`config.mk`:
```
export PLATFORM = sky130hd
export DESIGN_NAME = ulk_seq
export DESIGN_NICKNAME = d
export VERILOG_FILES = /design/src/rtl/ulk_pkg.sv /design/src/rtl/ulk_page_chk.sv /design/src/rtl/ulk_step_match.sv /design/src/rtl/ulk_wc_timer.sv /design/src/rtl/ulk_seq.sv
export SDC_FILE = /design/constraint.sdc
export NUM_CORES = 1
export LEC_CHECK = 0
export BUFFER_PORTS_ARGS = -buffer_cell sky130_fd_sc_hd__buf_4
export CAP_MARGIN = 10
export CORE_MARGIN = 8
export CORE_UTILIZATION = 35
export DETAILED_ROUTE_END_ITERATION = 16
export PLACE_DENSITY = 0.57
export SYNTH_ARGS = -nofsm -noshare
export SYNTH_HDL_FRONTEND = slang
export SYNTH_SLANG_ARGS = --single-unit
```
`constraint.sdc`:
```
create_clock -name clk -period 3.25 [get_ports clk]
set_input_delay 0.65 -clock clk [delete_from_list [all_inputs] [get_ports clk]]
set_output_delay 0.65 -clock clk [all_outputs]
set_load 0.02 [all_outputs]
```
`src/rtl/ulk_pkg.sv`:
```
package ulk_pkg;

    typedef enum logic [2:0] {
        ST_IDLE,
        ST_STEP1,
        ST_STEP2,
        ST_STEP3,
        ST_STEP4,
        ST_ARM_SFR,
        ST_ARM_MEM,
        ST_WAIT
    } ulk_state_t;

    localparam logic [11:0] OFS_LO   = 12'h555;
    localparam logic [11:0] OFS_HI   = 12'hAAA;
    localparam logic [7:0]  KEY_A    = 8'hAA;
    localparam logic [7:0]  KEY_B    = 8'h55;
    localparam logic [7:0]  KEY_C    = 8'hA0;
    localparam logic [7:0]  SEL_SFR  = 8'hD0;
    localparam logic [7:0]  SEL_MEM  = 8'hE0;

    typedef struct packed {
        logic key_a;
        logic key_b;
        logic key_c;
        logic sel_sfr;
        logic sel_mem;
    } ulk_hits_t;

endpackage

```
`src/rtl/ulk_page_chk.sv`:
```
module ulk_page_chk #(
    parameter int PAGE_W = 4,
    localparam int MAP_W = PAGE_W - 1
) (
    input  logic [PAGE_W-1:0] wr_page,
    input  logic [MAP_W-1:0]  map_page,
    input  logic              rd_plane,
    output logic              page_ok
);
    logic [PAGE_W-1:0] want_page;

    always_comb begin
        want_page = {map_page, ~rd_plane};
        page_ok   = (wr_page == want_page);
    end
endmodule

```
`src/rtl/ulk_step_match.sv`:
```
module ulk_step_match
    import ulk_pkg::*;
#(
    parameter int ADDR_W = 12,
    parameter int DATA_W = 8
) (
    input  logic [ADDR_W-1:0] wr_addr,
    input  logic [DATA_W-1:0] wr_data,
    input  logic              page_ok,
    output ulk_hits_t         hits
);
    logic at_lo;
    logic at_hi;

    always_comb begin
        at_lo        = page_ok && (wr_addr == ADDR_W'(OFS_LO));
        at_hi        = page_ok && (wr_addr == ADDR_W'(OFS_HI));
        hits.key_a   = at_lo && (wr_data == DATA_W'(KEY_A));
        hits.key_b   = at_hi && (wr_data == DATA_W'(KEY_B));
        hits.key_c   = at_lo && (wr_data == DATA_W'(KEY_C));
        hits.sel_sfr = at_lo && (wr_data == DATA_W'(SEL_SFR));
        hits.sel_mem = at_lo && (wr_data == DATA_W'(SEL_MEM));
    end
endmodule

```
`src/rtl/ulk_wc_timer.sv`:
```
module ulk_wc_timer #(
    parameter int WC_CYCLES = 64,
    localparam int CNT_W = $clog2(WC_CYCLES + 1)
) (
    input  logic clk,
    input  logic rst_n,
    input  logic start,
    output logic busy,
    output logic last
);
    logic [CNT_W-1:0] remain;

    always_ff @(posedge clk or negedge rst_n) begin
        if (!rst_n) begin
            remain <= '0;
        end else if (start) begin
            remain <= CNT_W'(WC_CYCLES);
        end else if (remain != '0) begin
            remain <= remain - 1'b1;
        end
    end

    always_comb begin
        busy = (remain != '0);
        last = (remain == CNT_W'(1));
    end
endmodule

```
`src/rtl/ulk_seq.sv`:
```
module ulk_seq
    import ulk_pkg::*;
#(
    parameter int ADDR_W    = 12,
    parameter int DATA_W    = 8,
    parameter int PAGE_W    = 4,
    parameter int WC_CYCLES = 64,
    localparam int MAP_W    = PAGE_W - 1
) (
    input  logic              clk,
    input  logic              rst_n,
    input  logic              wr_en,
    input  logic [ADDR_W-1:0] wr_addr,
    input  logic [PAGE_W-1:0] wr_page,
    input  logic [DATA_W-1:0] wr_data,
    input  logic [MAP_W-1:0]  map_page,
    input  logic              rd_plane,
    output logic              ld_sfr,
    output logic              ld_mem,
    output logic [DATA_W-1:0] ld_value,
    output logic              busy
);
    ulk_state_t state_q;
    ulk_state_t state_d;
    ulk_hits_t  hits;
    logic       page_ok;
    logic       tmr_start;
    logic       tmr_last;
    logic       take_value;

    ulk_page_chk #(.PAGE_W(PAGE_W)) u_page (
        .wr_page  (wr_page),
        .map_page (map_page),
        .rd_plane (rd_plane),
        .page_ok  (page_ok)
    );

    ulk_step_match #(.ADDR_W(ADDR_W), .DATA_W(DATA_W)) u_match (
        .wr_addr (wr_addr),
        .wr_data (wr_data),
        .page_ok (page_ok),
        .hits    (hits)
    );

    ulk_wc_timer #(.WC_CYCLES(WC_CYCLES)) u_timer (
        .clk   (clk),
        .rst_n (rst_n),
        .start (tmr_start),
        .busy  (busy),
        .last  (tmr_last)
    );

    // next-state decision
    always_comb begin
        state_d = state_q;
        unique case (state_q)
            ST_IDLE: begin
                if (wr_en && hits.key_a) state_d = ST_STEP1;
            end
            ST_STEP1: begin
                if (wr_en) state_d = hits.key_b ? ST_STEP2 : ST_IDLE;
            end
            ST_STEP2: begin
                if (wr_en) state_d = hits.key_c ? ST_STEP3 : ST_IDLE;
            end
            ST_STEP3: begin
                if (wr_en) state_d = hits.key_a ? ST_STEP4 : ST_IDLE;
            end
            ST_STEP4: begin
                if (wr_en) begin
                    if (hits.sel_sfr)      state_d = ST_ARM_SFR;
                    else if (hits.sel_mem) state_d = ST_ARM_MEM;
                    else                   state_d = ST_IDLE;
                end
            end
            ST_ARM_SFR, ST_ARM_MEM: begin
                if (wr_en) state_d = ST_WAIT;
            end
            ST_WAIT: begin
                if (tmr_last) state_d = ST_IDLE;
            end
            default: state_d = ST_IDLE;
        endcase
    end

    always_comb begin
        take_value = wr_en && ((state_q == ST_ARM_SFR) || (state_q == ST_ARM_MEM));
        tmr_start  = take_value;
    end

    // state register
    always_ff @(posedge clk or negedge rst_n) begin
        if (!rst_n) state_q <= ST_IDLE;
        else        state_q <= state_d;
    end

    // registered outputs
    always_ff @(posedge clk or negedge rst_n) begin
        if (!rst_n) begin
            ld_sfr   <= 1'b0;
            ld_mem   <= 1'b0;
            ld_value <= '0;
        end else begin
            ld_sfr <= take_value && (state_q == ST_ARM_SFR);
            ld_mem <= take_value && (state_q == ST_ARM_MEM);
            if (take_value) ld_value <= wr_data;
        end
    end
endmodule

```
Word level (Yosys, flattened, before mapping)
Cells that the tools add are included.

Word-level logic and storage cells: 62. Bits of input ports: 31. Output and inout bits: 11. Register bits after elaboration: 20.

Multiplexer cells: 15. Reductions and logical operators: 17. Bitwise gates (word level): 1. $add $sub $neg: 1. Equal/unequal tests: 23.

Operators with widths (count): $eq A8 B8 Y1 const B (4); $mux W3 (10); $pmux W3 S7 (1); $mux W7 (2); $ne A2 B2 Y1 const B (7); $eq A12 B11 Y1 const B (1); $eq A12 B12 Y1 const B (1); $eq A3 B3 Y1 const B (4); $logic_and A1 B1 Y1 (11); $eq A8 B7 Y1 const B (1); $eq A7 B1 Y1 const B (1); $reduce_and A7 Y1 (1); $reduce_bool A7 Y1 (1); $sub A7 B1 Y7 const B (1); $eq A3 B2 Y1 const B (2); $eq A4 B4 Y1 (1); $mux W2 (2); $eq A3 B1 Y1 const B (1); $logic_not A3 Y1 (1); $reduce_bool A2 Y1 (1); $reduce_or A2 Y1 (1); $logic_or A1 B1 Y1 (1); $not A1 Y1 (1).

Logic depth before layout (Yosys ltp)
Word-level depth: 8. Depth in mapped cells: 6. Depth with buffers taken out: 6.

Hierarchy
From an unflattened synthesis, not the netlist that was laid out.

Cells, all modules: 114. Area total of the unflattened synthesis: 1236.2 sq um.

By module, submodules not included: ulk_seq (seq. area each 325.3 sq um, cells an instance 50, times used 1, area an instance 628.1 sq um); ulk_wc_timer (seq. area each 175.2 sq um, cells an instance 38, times used 1, area an instance 380.4 sq um); ulk_step_match (seq. area each 0.0 sq um, cells an instance 21, times used 1, area an instance 180.2 sq um); ulk_page_chk (seq. area each 0.0 sq um, cells an instance 5, times used 1, area an instance 47.5 sq um).

Least setup slack after synthesis
Ideal clock, no wire load.

Kind: input to register. Start: in wr_addr[11]. End: reg state_q[2]. Arrival: 1703 ps. Path buffers: 0. Setup time: 65 ps. Cell stages on the path: 5. Slack: 1482 ps. Required time: 3185 ps. Cell sequence: and4bb_1 nand3_1 or3_4 o31ai_2 o21a_1.

Word-level cells in the longest chain between the ends: 7. Elaborated cells on any way between the ends: 14. Those cells by class: eq/ne (2); mux (6); reduce/logical (6).

RTL lines: start, declared (line ulk_seq.sv:13) `input logic [ADDR_W-1:0] wr_addr,`; $eq A12 B11 Y1 * (line ulk_step_match.sv:16) `at_lo = page_ok && (wr_addr == ADDR_W'(OFS_LO));`; $logic_and A1 B1 Y1 * (line ulk_step_match.sv:16); $logic_and A1 B1 Y1 (line ulk_step_match.sv:22) `hits.sel_mem = at_lo && (wr_data == DATA_W'(SEL_MEM));`; $mux W3 (line ulk_seq.sv:72) `else if (hits.sel_mem) state_d = ST_ARM_MEM;`; $mux W3 (line ulk_seq.sv:71) `if (hits.sel_sfr) state_d = ST_ARM_SFR;`; $mux W3 (line ulk_seq.sv:70) `if (wr_en) begin`; $pmux W3 S7 (line ulk_seq.sv:56) `unique case (state_q)`; end signal, assigned (line ulk_seq.sv:94) `else state_q <= state_d;`; end, declared (line ulk_seq.sv:23) `ulk_state_t state_q;`.

Mark *: on every way between the ends. The rest lies on a longest branch, timed or not. The select of a mux whose other input is x is not followed. A chain may end at the register's enable or synchronous reset.

Worst setup path in the final report
Start: reg u_timer.remain[4]. End: out busy.

Word-level cells in the longest chain between the ends: 1.

RTL lines: start, declared (line ulk_wc_timer.sv:11) `logic [CNT_W-1:0] remain;`; start signal, assigned (line ulk_wc_timer.sv:17) `remain <= CNT_W'(WC_CYCLES);`; start signal, assigned (line ulk_wc_timer.sv:19) `remain <= remain - 1'b1;`; $reduce_bool A7 Y1 (line ulk_wc_timer.sv:24) `busy = (remain != '0);`; end, declared (line ulk_seq.sv:21) `output logic busy`.

No other way between the ends.

==> impl_metrics.ini <==
[sta]
timing.max_slew.rel_slack_pct = 73.45
finalClockSkew_ns = 0.002560
finalHoldViolations = 0
finalSetupViolCount = 0
maxClockFrequency_mhz = 451.0
period_needed_ns = 2.217
finalHoldWorstSlack_ns = 0.2145
finalCritPeriodShare_pct = 68.23
unrepaired_setup_endpoints_after_global_routing = no
final.setup.tns_ns = 0
worst_slew_pin_slew_ns = 0.3947
final_report_max_slew_violation_count = 0

[setup_path]
r2r_start = state_q[1]
worst_ep_required_time_ns = 2.60
timing_worst_setup_path_type = reg2out
timing.critical_path.from_type = flop
timing.critical_path.to_type = output port
worst-endpoint-arrival_ns = 1.57
timing.critical_path.fanout_max = 5
timing.reg2reg.setup_slack_ns = 1.54
reg2reg_depth = 5
reg2reg_to = state_q[1]

[pwr]
total_power_uw = 959.2
power-per-cell-area_nw_per_um2 = 597.1
total_leakage_power_nw = 0.7037
worst_ir_drop_vdd_mv = 0.3374

[run]
drv_cap = 0

[place]
hpwlAfterDp_mm = 2.491
place_congestion = 0.7755
dpl.cell_count = 207
io_port_bufs = 41

[route]
detail_route.iter0.violations = 19
post-route-drc-count = 0
detailedRoute.firstPassIterationCount = 4
antenna_left = 0
route.vias.total = 1064
wl_per_cell_um = 14.63
via_per_inst = 5.043
detail_route.wirelength_mm = 3.087

[floorplanning]
die_height_um = 75.10
floorplan.io_pins = 42
die-area_um2 = 5640
chipWidth_um = 75.10
core_region_area_um2 = 3337
std_cell_rows = 21
initial_utilization_pct = 36.63

[yosys]
synthFlopType = sky130_fd_sc_hd__dfrtp_1
synth-seq-area-share_pct = 40.94
most_frequent_cells_after_synthesis = 20 x sky130_fd_sc_hd__dfrtp_1, 11 x sky130_fd_sc_hd__nor2_1, 8 x sky130_fd_sc_hd__mux2_2, 7 x sky130_fd_sc_hd__nand2_1
ys.warnings.count = 0
syn-instance-count = 124
synth_top_cell_area_share_pct = 40.94
synthesis.area_per_instance_um2 = 9.858
asyncSetResetFlopFracSynth_pct = 100.0
synth_most_common_cell = sky130_fd_sc_hd__dfrtp_1
post_synthesis_sequential_element_count = 20
ys_top_cells_by_area = sky130_fd_sc_hd__dfrtp_1 41%, sky130_fd_sc_hd__mux2_2 7.4%, sky130_fd_sc_hd__xnor2_1 4.3%
synth-edff-count = 0
synth_unique_cells = 39
mappedNetlistArea_um2 = 1222
netlist.top_cell.by_area = sky130_fd_sc_hd__dfrtp_1
mappedNetlistNets = 158

[clock_network]
cts_buffer_depth = 2
clock_latency_ns = 0.29
clock_tree.root_cell = sky130_fd_sc_hd__clkbuf_4
number_of_setup_buffers_added_after_cts = 0
cts.hold.buffers_added = 0
cts-htree-levels = 1
cts_tree = built
cts_sinks = 20
post_cts.resized_instances = 0
cts.reportedPaths.clkPinSlew_ns = 0.11
number_of_buffers_created_by_cts = 3

[final_layout]
design.final.nets = 200
antenna_cells = 0
flow.area_growth_from_synthesis_pct = 31.42
final-instance-count-excl-fill = 211
layout-drive-gt1-share_pct = 35.76

[global_routing]
via_count_of_the_first_global_routing_pass = 1099
grt_antenna_before_repair = 0
gr-usage-all-layers_pct = 11.39
grt_start_max_net_pins = 21
globalRouteOverflowTotal = 0
grt_pass1_wl_mm = 4.995

[run_status]
status = complete, no violations

[hold_path]
hold_path.class = in2async
## report_power, final
group	leakage (nW)	total (mW)	internal, mW	switching, mW
registers	0.248	0.414	0.345	0.0688
logic	0.434	0.403	0.201	0.202
clock network	0.0210	0.142	0.0682	0.0738
## final cells by class
cell class | count | area [µm²]
timing repair buffer | 42 | 315.3
tap | 46 | 57.56
fill | 334 | 1730
sequential | 20 | 500.5
inverter | 5 | 18.77
multi-input combinational | 94 | 678.2
clock buffer | 4 | 36.28
## layout by cell type (no fill, tap or decap), drive strengths merged, types with 4 or more instances in the layout
cell type   n
a21oi       6
nand2       7
nor3        6
dfrtp      20
xnor2       6
clkbuf      4
inv         5
o21ai       4
buf        42
mux2        8
nor2b       4
nor2       11
## layer usage
| metal | global-route usage [%] | wire [µm] | part of all wire [%] | vias up |
|---|---|---|---|---|
| li1 | - | - | - | 533 |
| met1 | 13.72 | 1357 | 44 | 501 |
| met2 | 18.91 | 1490 | 48 | 28 |
| met3 | 3.063 | 220 | 7.1 | 2 |
| met4 | 3.913 | 19 | 0.62 | 0 |
| met5 | 0 | 0 | 0 | - |
## cell families after synthesis
| logic type | after synthesis | synth area share, % |
|---|---|---|
| AOI/OAI and AO/OA | 22 | 12.08 |
| buffers and inverters | 10 | 3.582 |
| and+or+nand+nor | 51 | 25.69 |
| xor gates and xnor gates | 9 | 6.449 |
| muxes | 9 | 8.189 |
| DFF | 20 | 40.94 |
| adders and majority gates | 3 | 3.071 |
## critical path, stage by stage (launching register included)
cell                      delay (ns)
sky130_fd_sc_hd__dfrtp_1        0.43
sky130_fd_sc_hd__nor3_1         0.26
sky130_fd_sc_hd__and2_1         0.26
sky130_fd_sc_hd__nand2_1        0.14
sky130_fd_sc_hd__buf_4          0.19
## how the worst max path moves through the flow
| stage | from | endpoint | slack, ns | cells past startpoint |
|---|---|---|---|---|
| floorplan | wr_addr[11] | state_q[2] | 1.48 | 5 |
| global placement | wr_addr[10] | state_q[1] | 1.29 | 6 |
| detailed placement | wr_addr[1] | state_q[1] | 1.28 | 6 |
| CTS | u_timer.remain[4] | busy | 1.01 | 4 |
| global route | u_timer.remain[4] | busy | 0.87 | 4 |
| finish | u_timer.remain[4] | busy | 1.03 | 4 |
## through the flow
stage                     setup slack [ns]  utilization (%)  area, µm²
after floorplan                      1.482                -       1222
after global placement               1.293            47.06       1570
after detailed placement             1.280            47.06       1570
after CTS                            1.007            48.14       1607
after global routing                0.8749            48.14       1607
final                                1.033            48.14       1607
## state kept, by name, summed over array words and instances, names as in the netlist
| signal | cells |
|---|---|
| ld_sfr | 1 |
| state_q | 3 |
| ld_value | 8 |
| ld_mem | 1 |
| u_timer.remain | 7 |
(Power assumes the default switching activity.)
